<file path="src/rtl/cascade_tx_pkg.sv">
package cascade_tx_pkg;

    typedef enum logic [1:0] {
        PH_IDLE  = 2'd0,
        PH_LOAD  = 2'd1,
        PH_SHIFT = 2'd2
    } phase_e;

endpackage

</file>
<file path="src/rtl/cascade_seq_fsm.sv">
module cascade_seq_fsm
    import cascade_tx_pkg::*;
#(
    parameter int WORD_W = 16,
    parameter int DCW    = 3
) (
    input  logic           clk,
    input  logic           rst_n,
    input  logic           start_req,
    input  logic           any_left,
    input  logic           cfg_we,
    input  logic [DCW-1:0] cfg_dc,
    output phase_e         phase,
    output logic [DCW-1:0] dev_cnt_q,
    output logic           capture,
    output logic           take,
    output logic           busy
);

    localparam int MAX_BITS = WORD_W << DCW;
    localparam int CW       = $clog2(MAX_BITS);

    phase_e          phase_nx;
    logic [CW-1:0]   bit_cnt;
    logic [CW-1:0]   slot_end;
    logic            slot_last;

    assign slot_end  = CW'((32'(dev_cnt_q) + 1) * WORD_W - 1);
    assign slot_last = (bit_cnt == slot_end);

    // state register
    always_ff @(posedge clk or negedge rst_n) begin
        if (!rst_n) begin
            phase <= PH_IDLE;
        end else begin
            phase <= phase_nx;
        end
    end

    // bit counter and device count
    always_ff @(posedge clk or negedge rst_n) begin
        if (!rst_n) begin
            bit_cnt   <= '0;
            dev_cnt_q <= '0;
        end else begin
            if (phase == PH_SHIFT && !slot_last) begin
                bit_cnt <= bit_cnt + 1'b1;
            end else begin
                bit_cnt <= '0;
            end
            if (cfg_we && phase == PH_IDLE) begin
                dev_cnt_q <= cfg_dc;
            end
        end
    end

    // next state
    always_comb begin
        phase_nx = phase;
        unique case (phase)
            PH_IDLE:  if (start_req) phase_nx = PH_LOAD;
            PH_LOAD:  phase_nx = PH_SHIFT;
            PH_SHIFT: if (slot_last) phase_nx = any_left ? PH_LOAD : PH_IDLE;
            default:  phase_nx = PH_IDLE;
        endcase
    end

    // outputs
    always_comb begin
        busy    = (phase != PH_IDLE);
        capture = (phase == PH_IDLE) && start_req;
        take    = (phase == PH_LOAD);
    end

endmodule

</file>
<file path="src/rtl/cascade_sample_bank.sv">
module cascade_sample_bank #(
    parameter int NCH    = 6,
    parameter int WORD_W = 16
) (
    input  logic                  clk,
    input  logic                  rst_n,
    input  logic                  capture,
    input  logic                  take,
    input  logic [NCH*WORD_W-1:0] samples,
    input  logic [NCH-1:0]        chan_en,
    output logic [WORD_W-1:0]     own_word,
    output logic                  any_left
);

    logic [WORD_W-1:0] held [NCH];
    logic [NCH-1:0]    pending;
    logic [NCH-1:0]    low_oh;

    assign low_oh   = pending & (~pending + 1'b1);
    assign any_left = |pending;

    always_comb begin
        own_word = '0;
        for (int i = 0; i < NCH; i++) begin
            if (low_oh[i]) own_word = own_word | held[i];
        end
    end

    always_ff @(posedge clk or negedge rst_n) begin
        if (!rst_n) begin
            pending <= '0;
        end else if (capture) begin
            pending <= chan_en;
        end else if (take) begin
            pending <= pending & ~low_oh;
        end
    end

    for (genvar g = 0; g < NCH; g++) begin : g_hold
        always_ff @(posedge clk or negedge rst_n) begin
            if (!rst_n) begin
                held[g] <= '0;
            end else if (capture) begin
                held[g] <= samples[g*WORD_W +: WORD_W];
            end
        end
    end

endmodule

</file>
<file path="src/rtl/cascade_link_shifter.sv">
module cascade_link_shifter #(
    parameter int WORD_W = 16
) (
    input  logic              clk,
    input  logic              rst_n,
    input  logic              in_load,
    input  logic              in_shift,
    input  logic [WORD_W-1:0] own_word,
    input  logic              sdi,
    input  logic              sfs_in,
    output logic              sdo,
    output logic              sfs_out
);

    logic              sdi_q;
    logic              sfs_q;
    logic [WORD_W-1:0] data_sr;
    logic [WORD_W-1:0] sync_dl;

    // upstream inputs are sampled on the falling edge
    always_ff @(negedge clk or negedge rst_n) begin
        if (!rst_n) begin
            sdi_q <= 1'b0;
            sfs_q <= 1'b0;
        end else begin
            sdi_q <= sdi;
            sfs_q <= sfs_in;
        end
    end

    always_ff @(posedge clk or negedge rst_n) begin
        if (!rst_n) begin
            data_sr <= '0;
            sync_dl <= '0;
        end else begin
            sync_dl <= {sync_dl[WORD_W-2:0], sfs_q};
            if (in_load) begin
                data_sr <= own_word;
            end else if (in_shift) begin
                data_sr <= {data_sr[WORD_W-2:0], sdi_q};
            end
        end
    end

    assign sdo     = in_shift & data_sr[WORD_W-1];
    assign sfs_out = in_load | (in_shift & sync_dl[WORD_W-1]);

endmodule

</file>
<file path="src/rtl/cascade_tx_port.sv">
module cascade_tx_port
    import cascade_tx_pkg::*;
#(
    parameter int NCH    = 6,
    parameter int WORD_W = 16,
    parameter int DCW    = 3
) (
    input  logic                  clk,
    input  logic                  rst_n,
    input  logic                  start,
    input  logic [NCH*WORD_W-1:0] samples,
    input  logic [NCH-1:0]        chan_en,
    input  logic                  cfg_we,
    input  logic [DCW-1:0]        cfg_dc,
    input  logic                  sdi,
    input  logic                  sfs_in,
    output logic                  sdo,
    output logic                  sfs_out,
    output logic                  busy
);

    phase_e            phase;
    logic [DCW-1:0]    dev_cnt_q;
    logic              capture;
    logic              take;
    logic              any_left;
    logic [WORD_W-1:0] own_word;
    logic              start_req;

    assign start_req = start & (|chan_en);

    cascade_seq_fsm #(.WORD_W(WORD_W), .DCW(DCW)) u_fsm (
        .clk       (clk),
        .rst_n     (rst_n),
        .start_req (start_req),
        .any_left  (any_left),
        .cfg_we    (cfg_we),
        .cfg_dc    (cfg_dc),
        .phase     (phase),
        .dev_cnt_q (dev_cnt_q),
        .capture   (capture),
        .take      (take),
        .busy      (busy)
    );

    cascade_sample_bank #(.NCH(NCH), .WORD_W(WORD_W)) u_bank (
        .clk      (clk),
        .rst_n    (rst_n),
        .capture  (capture),
        .take     (take),
        .samples  (samples),
        .chan_en  (chan_en),
        .own_word (own_word),
        .any_left (any_left)
    );

    cascade_link_shifter #(.WORD_W(WORD_W)) u_link (
        .clk      (clk),
        .rst_n    (rst_n),
        .in_load  (phase == PH_LOAD),
        .in_shift (phase == PH_SHIFT),
        .own_word (own_word),
        .sdi      (sdi),
        .sfs_in   (sfs_in),
        .sdo      (sdo),
        .sfs_out  (sfs_out)
    );

endmodule

</file>
<file path="config.mk">
export PLATFORM = sky130hd
export DESIGN_NAME = cascade_tx_port
export DESIGN_NICKNAME = d
export VERILOG_FILES = /design/src/rtl/cascade_tx_pkg.sv /design/src/rtl/cascade_seq_fsm.sv /design/src/rtl/cascade_sample_bank.sv /design/src/rtl/cascade_link_shifter.sv /design/src/rtl/cascade_tx_port.sv
export SDC_FILE = /design/constraint.sdc
export NUM_CORES = 1
export LEC_CHECK = 0
export CAP_MARGIN = 0
export CORE_MARGIN = 8
export CORE_UTILIZATION = 50
export CTS_CLUSTER_SIZE = 40
export DETAILED_ROUTE_END_ITERATION = 7
export DONT_BUFFER_PORTS = 1
export REMOVE_ABC_BUFFERS = 1
export SKIP_CTS_REPAIR_TIMING = 1
export SLEW_MARGIN = 0
export SYNTH_ARGS = -nofsm -noshare
export SYNTH_HDL_FRONTEND = slang
export SYNTH_SLANG_ARGS = --single-unit
</file>
<file path="constraint.sdc">
create_clock -name clk -period 2.3 [get_ports clk]
set_input_delay 0.115 -clock clk [delete_from_list [all_inputs] [get_ports clk]]
set_output_delay 0.115 -clock clk [all_outputs]
set_load 0.02 [all_outputs]
</file>
==> flow_summary.toml, run 1 <==
[logic_synthesis]
synth_top_family_by_area = "simple AND/OR/NAND/NOR gates"
seq_area_frac_synth_pct = 59.6
synthSimpleGateAreaFrac_pct = 23.1
synth.avg_cell_area_sq_um = 9.10
synthCells = 683
synthAdderAreaFrac_pct = 1.41
ys_types = 32
yosys_warnings = 0
synth_area_sq_um = 6210
synth_compound_area_share_pct = 9.55
ys_ff_latch = 148
synth_xor_area_share_pct = 1.27
synth.mux.area_fraction_pct = 1.05

[detailed_routing]
wl_per_cell_um = 16.8
wl_um = 16200
topRoutingLayerUsed = "met4"
wl_met3_um = 1020
drt_iter0_drc = 396
drt_pass1_iterations = 7
wl_met1_um = 7160
drc = 0
vias_per_cell = 5.27
route.met2.wl_um = 7830
via_count = 5097
ant_nets = 0

[place]
hpwl_um = 9700
gp_congestion = 0.740
dp_cells = 829
preCtsSetupSlack_ns = 0.251
io_buffers = 0

[setup_path]
worstPathRequired_ns = 2.64
start_kind = "flip-flop"
worstPathArrival_ns = 2.44
cp_max_fo = 103
critPathKind = "flip-flop to flip-flop"
worstSetupEndpointType = "flip-flop"

[power]
cellPowerDensity_nw_per_um2 = 687
p_seq_share_pct = 47.7
p_clk_share_pct = 49.0
power.switching_uw = 1140
p_int_uw = 4400
power_frac_comb_pct = 3.2
power.leakage_uw = 0.00409
vdd.ir_drop.worst_v = 0.000665
swShare_pct = 20.6

[clock_tree]
numCtsBuffers = 17
clock-sinks = 148
cts-root-buf = "clkbuf_16"
cts_tree = "built"
htreeDepth = 4
cts.path.max_buffers = 2
clock_latency_ns = 0.42
path_clk_slew_ns = 0.06

[global_routing]
grt_pass1_wl_um = 24300
grt_max_degree = 149
grtUsageTotal_pct = 19.3
grt_pass1_vias = 4733
grt_overflow = 0
antenna_found_initial = 0

[sta]
tightest_slew_ns = 1.08
finalClockSkew_ns = 0.0235
setup-violations-final = 0
max_slew_margin_pct = 28.0
period_share_pct = 91.6
period_needed_ns = 2.11
hold-worst-slack_ns = -0.611
fmax_ghz = 0.475
slew_violations = 0
finalHoldViolCount = 147
fin_ws_ns = 0.193

[die]
die_h_um = 127
die_area_sq_um = 16200
start_util_pct = 51.5
ios = 114
coreArea_sq_um = 12100
rows = 40
die_w_um = 127

[cells_and_area]
finalNonFillerCells = 967
drive_gt1_share_pct = 7.63
syn2layout_area_growth_pct = 29.8
layout_commonest_cell = "nand2_1"
antennaDiodeCount = 0
nFillCells = 946
nets = 904
layout_common_cells = "nand2_1 (318), dfrtp_1 (146), dlygate4sd3_1 (106), inv_1 (22), nand3_1 (20)"

[status]
violations = "negative hold slack"
status = "complete, but fails checks"

[run]
maxCapViolCount = 0

[worst_hold_path]
hold_class = "input port to asynchronous set/reset pin"
-- sequential cells by signal, summed over array words and instances (netlist names) --
| name | cells |
|---|---|
| u_fsm.dev_cnt_q | 3 |
| u_link.sdi_q | 1 |
| u_link.data_sr | 16 |
| u_fsm.bit_cnt | 7 |
| u_fsm.phase | 2 |
| u_bank.held | 96 |
| u_bank.pending | 6 |
| u_link.sfs_q | 1 |
| u_link.sync_dl | 16 |
-- cells by family after synthesis --
kind of cell / after synthesis
simple gates: 363
buf+inv: 60
flops: 148
xor+xnor: 9
fa+ha+maj: 7
compound gates: 90
mux: 6
-- synthesized netlist by cell type, drive strengths merged --
master	count	area share, %
dfrtn	2	0.81
a21oi	16	1.3
a221oi	17	2.4
nand3	20	1.6
and2	5	0.50
o31a	1	0.14
nor2b	1	0.10
dfrtp	146	59
and3	2	0.20
buf	20	1.6
nand2	319	19
a31o	1	0.14
ha	7	1.4
or4	2	0.24
nor2	11	0.66
mux2i	2	0.32
clkbuf	18	1.1
nor4b	1	0.24
xor2	4	0.56
a22oi	15	1.8
o22ai	16	1.6
o31ai	2	0.32
mux2	4	0.73
o21ai	21	1.7
a32oi	1	0.14
or2	1	0.10
xnor2	5	0.70
inv	22	1.3
nor3b	1	0.12
-- worst paths after layout --
| kind | start | end | slack (ns) | cells past startpoint |
|---|---|---|---|---|
| max | u_fsm.phase[1]$_DFFE_PN0P_ | u_bank.pending[1]$_DFFE_PN0P_ | 0.19 | 5 |
| min | rst_n | u_fsm.bit_cnt[3]$_DFF_PN0_ | -0.61 | 0 |
| max reg2reg | u_fsm.phase[1]$_DFFE_PN0P_ | u_bank.pending[1]$_DFFE_PN0P_ | 0.19 | 5 |
| min reg2reg | u_link.sync_dl[6]$_DFF_PN0_ | u_link.sync_dl[7]$_DFF_PN0_ | 0.35 | 0 |
| max in group asynchronous | rst_n | u_link.sdi_q$_DFF_NN0_ | 1.54 | 0 |
| min in group clk | cfg_we | u_fsm.dev_cnt_q[1]$_DFFE_PN0P_ | 0 | 2 |
-- worst max-delay path, cell delays in order (launching register included) --
cell     delay, ns
dfrtp_1       0.40
inv_1         0.11
ha_1          0.27
and2_4        0.84
nand2_1       0.17
o21ai_1       0.11
-- stage by stage --
stage | util (%) | hold slack (ns) | total power (uW) | cell area, sq um | TNS (ns)
6_report | 66.9 | -0.611 | 5540 | 8070 | 0
5_1_grt | 66.9 | -0.633 | 5710 | 8070 | -0.0236
4_1_cts | 58.1 | -0.629 | 5440 | 7010 | 0
3_5_place_dp | 53.2 | -0.175 | 2720 | 6410 | 0
3_3_place_gp | 53.2 | -0.175 | 2720 | 6410 | 0
2_1_floorplan | - | -0.181 | 2710 | 6040 | -41.71
-- metal layers --
metal  track usage, %  up-vias
li1                 -     2423
met1             24.5     2503
met2             29.8      154
met3             7.40       17
met4             6.51        0
met5                0        -
-- power groups by stage --
stage               Clock, uW  Combinational [uW]  Sequential [uW]
floorplan                   0                21.6             2690
global placement            0                26.6             2690
detailed placement          0                27.4             2690
CTS                      2770                28.0             2640
global route             2870                 194             2650
finish                   2720                 180             2650
-- cell type report --
cell class	instances	area, sq um	share of cell area (%)
clock buffers	22	494	6.13
clock inverters	10	96.3	1.19
inverters	22	82.6	1.02
multi-input cells	475	2290	28.3
flip-flops and latches	148	3700	45.9
well taps	168	210	2.61
repair buffers	122	1190	14.8
(Power assumes the default switching activity.)
==> run 2: changes to the inputs <==
--- a/config.mk
+++ b/config.mk
@@ -6,12 +6,11 @@
 export NUM_CORES = 1
 export LEC_CHECK = 0
 export CAP_MARGIN = 0
-export CORE_MARGIN = 8
 export CORE_UTILIZATION = 50
 export CTS_CLUSTER_SIZE = 40
 export DETAILED_ROUTE_END_ITERATION = 7
 export DONT_BUFFER_PORTS = 1
-export REMOVE_ABC_BUFFERS = 1
+export PLACE_DENSITY = 0.64
 export SKIP_CTS_REPAIR_TIMING = 1
 export SLEW_MARGIN = 0
 export SYNTH_ARGS = -nofsm -noshare
==> run 2 against run 1 <==
Against the previous run: the run still ends with negative hold slack left; core utilization down 1.0 points; worst setup slack better by 0.0075 ns; clock skew shrank 0.0024 ns; sequential share of layout area increased by 0.70 points; hold slack about the same; first-iteration DRC count is 33% higher; flip-flop and latch count stayed put.
==> flow_summary.toml, run 2 (synthesized netlist as in run 1, its figures left out) <==
[status]
status = "complete, but fails checks"
violations = "negative hold slack"

[setup_path]
path_buf_inv = 1
worstPathArrival_ns = 2.45
crit_family = "simple AND/OR/NAND/NOR gates"
cp_cell_sequence = "inv_1 > ha_1 > and2_4 > nand2_1 > nand2_1"
worst_r2r_path_depth = 5
slowest_stage = "and2_4"
r2r_end = "u_bank.held[0]$_DFFE_PN0P_"
worstPathRequired_ns = 2.65
start_kind = "flip-flop"
worstSetupEndpointType = "flip-flop"
slowest_delay_ns = 0.82
rrSetupSlack_ns = 0.20
critPathKind = "flip-flop to flip-flop"
critPathMostFrequentCell = "nand2_1"
r2r_start = "u_fsm.phase[0]$_DFFE_PN0P_"
cp_max_fo = 103

[place]
gp_congestion = 0.875
hpwl_um = 9420
io_buffers = 0
dp_cells = 826
place_area_sq_um = 6380
preCtsSetupSlack_ns = 0.267

[global_routing]
antenna_found_initial = 0
grt_pass1_vias = 4407
grt_max_degree = 149
grtUsageTotal_pct = 23.5
grt_overflow = 0
grt_pass1_wl_um = 22800

[sta]
hold-worst-slack_ns = -0.611
tightest_slew_ns = 1.02
slew_violations = 0
fmax_ghz = 0.476
fin_ws_ns = 0.201
finalClockSkew_ns = 0.0211
period_share_pct = 91.3
setup_tns_ns = 0
period_needed_ns = 2.10
setup-violations-final = 0
finalHoldViolCount = 147
max_slew_margin_pct = 32.3

[die]
die_area_sq_um = 12900
start_util_pct = 51.5
die_w_um = 113
coreArea_sq_um = 12100
rows = 40
die_h_um = 113
ios = 114

[detailed_routing]
ant_nets = 0
wl_per_cell_um = 15.6
drt_pass1_iterations = 6
drt_iter0_drc = 527
drc = 0
wl_um = 15000
vias_per_cell = 5.18
via_count = 4986

[power]
vdd.ir_drop.worst_v = 0.000547
cellPowerDensity_nw_per_um2 = 665
power.leakage_uw = 0.00403

[clock_tree]
cts-root-buf = "clkbuf_16"
clock-sinks = 148
cts.path.max_buffers = 2
htreeDepth = 4
clock_latency_ns = 0.41
numCtsBuffers = 17
path_clk_slew_ns = 0.06
cts_tree = "built"

[logic_synthesis]
synth_fp_nets = 801

[cells_and_area]
layout_commonest_cell = "nand2_1"
top_regs = "u_bank.held x96, u_link.data_sr x16, u_link.sync_dl x16"
finalNonFillerCells = 962
final_cell_area_sq_um = 7950
layout_common_cells = "nand2_1 (318), dfrtp_1 (146), dlygate4sd3_1 (104), inv_1 (22), nand3_1 (20)"
antennaDiodeCount = 0
regMostFlops = "u_bank.held"
nFillCells = 977
nets = 899
largest_reg_flops = 96
multi_input_area_sq_um = 2270
regArea_sq_um = 3700
drive_gt1_share_pct = 6.68
syn2layout_area_growth_pct = 27.9

[run]
maxCapViolCount = 0

[worst_hold_path]
hold_class = "input port to asynchronous set/reset pin"
run 2: routing by layer:
metal,track usage (%),share of wire (%)
met2,32.4,46
met5,0,0
met3,7.01,4.9
met1,35.4,48
met4,8.07,0.82
run 2: cell type report:
cell class	instances	share of cell area (%)
clock buffer	22	5.84
tap	168	2.65
clock inverter	10	0.772
inverter	22	1.04
sequential	148	46.6
multi-input combinational	475	28.6
timing repair buffer	117	14.5
run 2: power by group:
part | internal (uW) | switching (uW) | leakage, uW
registers | 2630 | 11.2 | 0.00197
logic | 129 | 41.8 | 0.00180
clock network | 1420 | 1050 | 0.000255
total | 4190 | 1100 | 0.00403
run 2: per-stage QoR:
stage	hold WS [ns]	utilization (%)	total power [uW]
2_1_floorplan	-0.181	-	2710
3_3_place_gp	-0.176	52.9	2720
3_5_place_dp	-0.176	52.9	2720
4_1_cts	-0.630	57.2	5180
5_1_grt	-0.632	65.9	5460
6_report	-0.611	65.9	5280
run 2: worst max-delay path by stage:
stage                                              start                     endpoint  depth (start not counted)
after global routing          u_fsm.phase[1]$_DFFE_PN0P_  u_bank.held[39]$_DFFE_PN0P_                          5
after global placement        u_fsm.phase[1]$_DFFE_PN0P_  u_bank.held[34]$_DFFE_PN0P_                          5
after detailed placement      u_fsm.phase[0]$_DFFE_PN0P_  u_bank.held[36]$_DFFE_PN0P_                          5
final                         u_fsm.phase[0]$_DFFE_PN0P_   u_bank.held[0]$_DFFE_PN0P_                          5
after CTS                     u_fsm.phase[0]$_DFFE_PN0P_  u_bank.held[36]$_DFFE_PN0P_                          5
after floorplan           u_fsm.dev_cnt_q[0]$_DFFE_PN0P_   u_fsm.phase[0]$_DFFE_PN0P_                          6
run 2: worst reg2reg max path: cells and delay by family, from the launching register on:
| kind | cells | cell delay, ns |
|---|---|---|
| and+or+nand+nor | 3 | 1.24 |
| DFF | 1 | 0.41 |
| buffers and inverters | 1 | 0.10 |
| adders and majority gates | 1 | 0.29 |
==> run 3: changes to the inputs <==
--- a/config.mk
+++ b/config.mk
@@ -16,3 +16,4 @@
 export SYNTH_ARGS = -nofsm -noshare
 export SYNTH_HDL_FRONTEND = slang
 export SYNTH_SLANG_ARGS = --single-unit
+export TNS_END_PERCENT = 20
==> constraint.sdc (replaced) <==
create_clock -name clk -period 2.3 [get_ports clk]
set_input_delay 0.46 -clock clk [delete_from_list [all_inputs] [get_ports clk]]
set_output_delay 0.46 -clock clk [all_outputs]
set_load 0.02 [all_outputs]
==> run 3 against run 2 <==
Against the previous run: largest power group unchanged; worst setup slack lost 0.018 ns; clock skew grew 0.0028 ns; clock-buffer cell count grew 1; the flow still finishes with violations (negative hold slack); maximum frequency shrank 0.84%.
==> flow_summary.toml, run 3 (synthesized netlist as in run 1, its figures left out) <==
[status]
status = "complete, but fails checks"
violations = "negative hold slack"

[worst_hold_path]
hold_class = "input port to asynchronous set/reset pin"

[cells_and_area]
multi_input_area_sq_um = 2270
top_regs = "u_bank.held x96, u_link.data_sr x16, u_link.sync_dl x16"
regArea_sq_um = 3700
nets = 798
largest_reg_flops = 96
final_cell_area_sq_um = 6990
layout_common_cells = "nand2_1 (318), dfrtp_1 (146), inv_1 (21), nand3_1 (20), o21ai_0 (19)"
drive_gt1_share_pct = 8.09
nFillCells = 1106
layout_commonest_cell = "nand2_1"
regMostFlops = "u_bank.held"
syn2layout_area_growth_pct = 12.6
antennaDiodeCount = 0
final_util_pct = 58.0

[logic_synthesis]
synth_fp_nets = 801

[place]
hpwl_um = 9850
io_buffers = 0
place_area_sq_um = 6440
gp_congestion = 0.862

[power]
power_uw = 5260
vdd.ir_drop.worst_v = 0.000501
cellPowerDensity_nw_per_um2 = 752
power.leakage_uw = 0.00363

[sta]
setup_tns_ns = 0
max_slew_margin_pct = 37.1
slew_violations = 0
fmax_ghz = 0.472
finalHoldViolCount = 146
period_share_pct = 92.0
setup-violations-final = 0
tightest_slew_ns = 0.941
hold-worst-slack_ns = -0.273
finalClockSkew_ns = 0.0239
period_needed_ns = 2.12
rsz0062_at_grt = "no"

[setup_path]
start_kind = "flip-flop"
worstPathArrival_ns = 1.66
cp_max_fo = 11
r2r_start = "u_bank.pending[0]$_DFFE_PN0P_"
worst_r2r_path_depth = 7
worstSetupEndpointType = "primary output"
critPathKind = "flip-flop to primary output"
worstPathRequired_ns = 1.84
r2r_end = "u_link.data_sr[9]$_DFFE_PN0P_"
rrSetupSlack_ns = 0.25

[die]
ios = 114
die_h_um = 113
start_util_pct = 51.5
die_w_um = 113
rows = 40
die_area_sq_um = 12900
coreArea_sq_um = 12100

[global_routing]
grt_max_degree = 149
antenna_found_initial = 0
grt_pass1_wl_um = 23300
grtUsageTotal_pct = 24.0
grt_overflow = 0
grt_pass1_vias = 4554

[detailed_routing]
drt_pass1_iterations = 5
ant_nets = 0
drc = 0
vias_per_cell = 5.34
wl_um = 14300
drt_iter0_drc = 370
via_count = 4589
wl_per_cell_um = 16.6

[clock_tree]
clock-sinks = 148
cts_tree = "built"
numCtsBuffers = 17
htreeDepth = 4
clock_latency_ns = 0.42
cts-root-buf = "clkbuf_16"
cts.path.max_buffers = 2
path_clk_slew_ns = 0.06

[run]
maxCapViolCount = 0
## run 3: cell count changes in the layout (fill, tap and decap cells not counted)
cell	before	now
clkinv_4	1	0
buf_12	1	4
inv_1	22	21
dlygate4sd3_1	104	0
inv_6	0	1
bufinv_16	0	1
inv_2	0	1
clkbuf_8	2	3
clkinv_2	6	3
## run 3: layout make-up
type,count,area share (%)
inverter,22,1.18
tap,168,3.01
clock inverter,8,1.09
sequential,148,53.0
multi-input combinational,475,32.5
timing repair buffer,16,2.43
clock buffer,23,6.83
## run 3: through the flow
stage	instances	setup WS [ns]
2_1_floorplan	683	0.271
3_3_place_gp	829	0.228
3_5_place_dp	829	0.197
4_1_cts	860	0.0488
5_1_grt	860	0.0934
6_report	860	0.183
## run 3: how the worst max path moves through the flow
stage / start / end / slack [ns]
4_1_cts: u_fsm.phase[1]$_DFFE_PN0P_ / sfs_out / 0.05
6_report: u_fsm.phase[1]$_DFFE_PN0P_ / sfs_out / 0.18
2_1_floorplan: u_fsm.dev_cnt_q[0]$_DFFE_PN0P_ / u_fsm.phase[0]$_DFFE_PN0P_ / 0.27
5_1_grt: u_fsm.phase[1]$_DFFE_PN0P_ / sfs_out / 0.09
3_5_place_dp: chan_en[0] / u_fsm.phase[0]$_DFFE_PN0P_ / 0.20
3_3_place_gp: chan_en[0] / u_fsm.phase[0]$_DFFE_PN0P_ / 0.23
## run 3: worst max-delay path, stage by stage (launching register included)
cell and delay (ns):
dfrtp_1 0.37, inv_1 0.08, ha_1 0.21, inv_2 0.17, buf_4 0.22, nand2_1 0.17
## run 3: per-layer routing
metal	wire length (um)	track usage, %
met1	6820	33.8
met2	6240	34.5
met3	974	7.70
met4	265	9.47
met5	0	0
## run 3: where the power goes
group | switching [uW] | internal [uW]
Clock | 1030 | 1560
Combinational | 14.1 | 11.9
Sequential | 11.1 | 2630
Total | 1050 | 4210
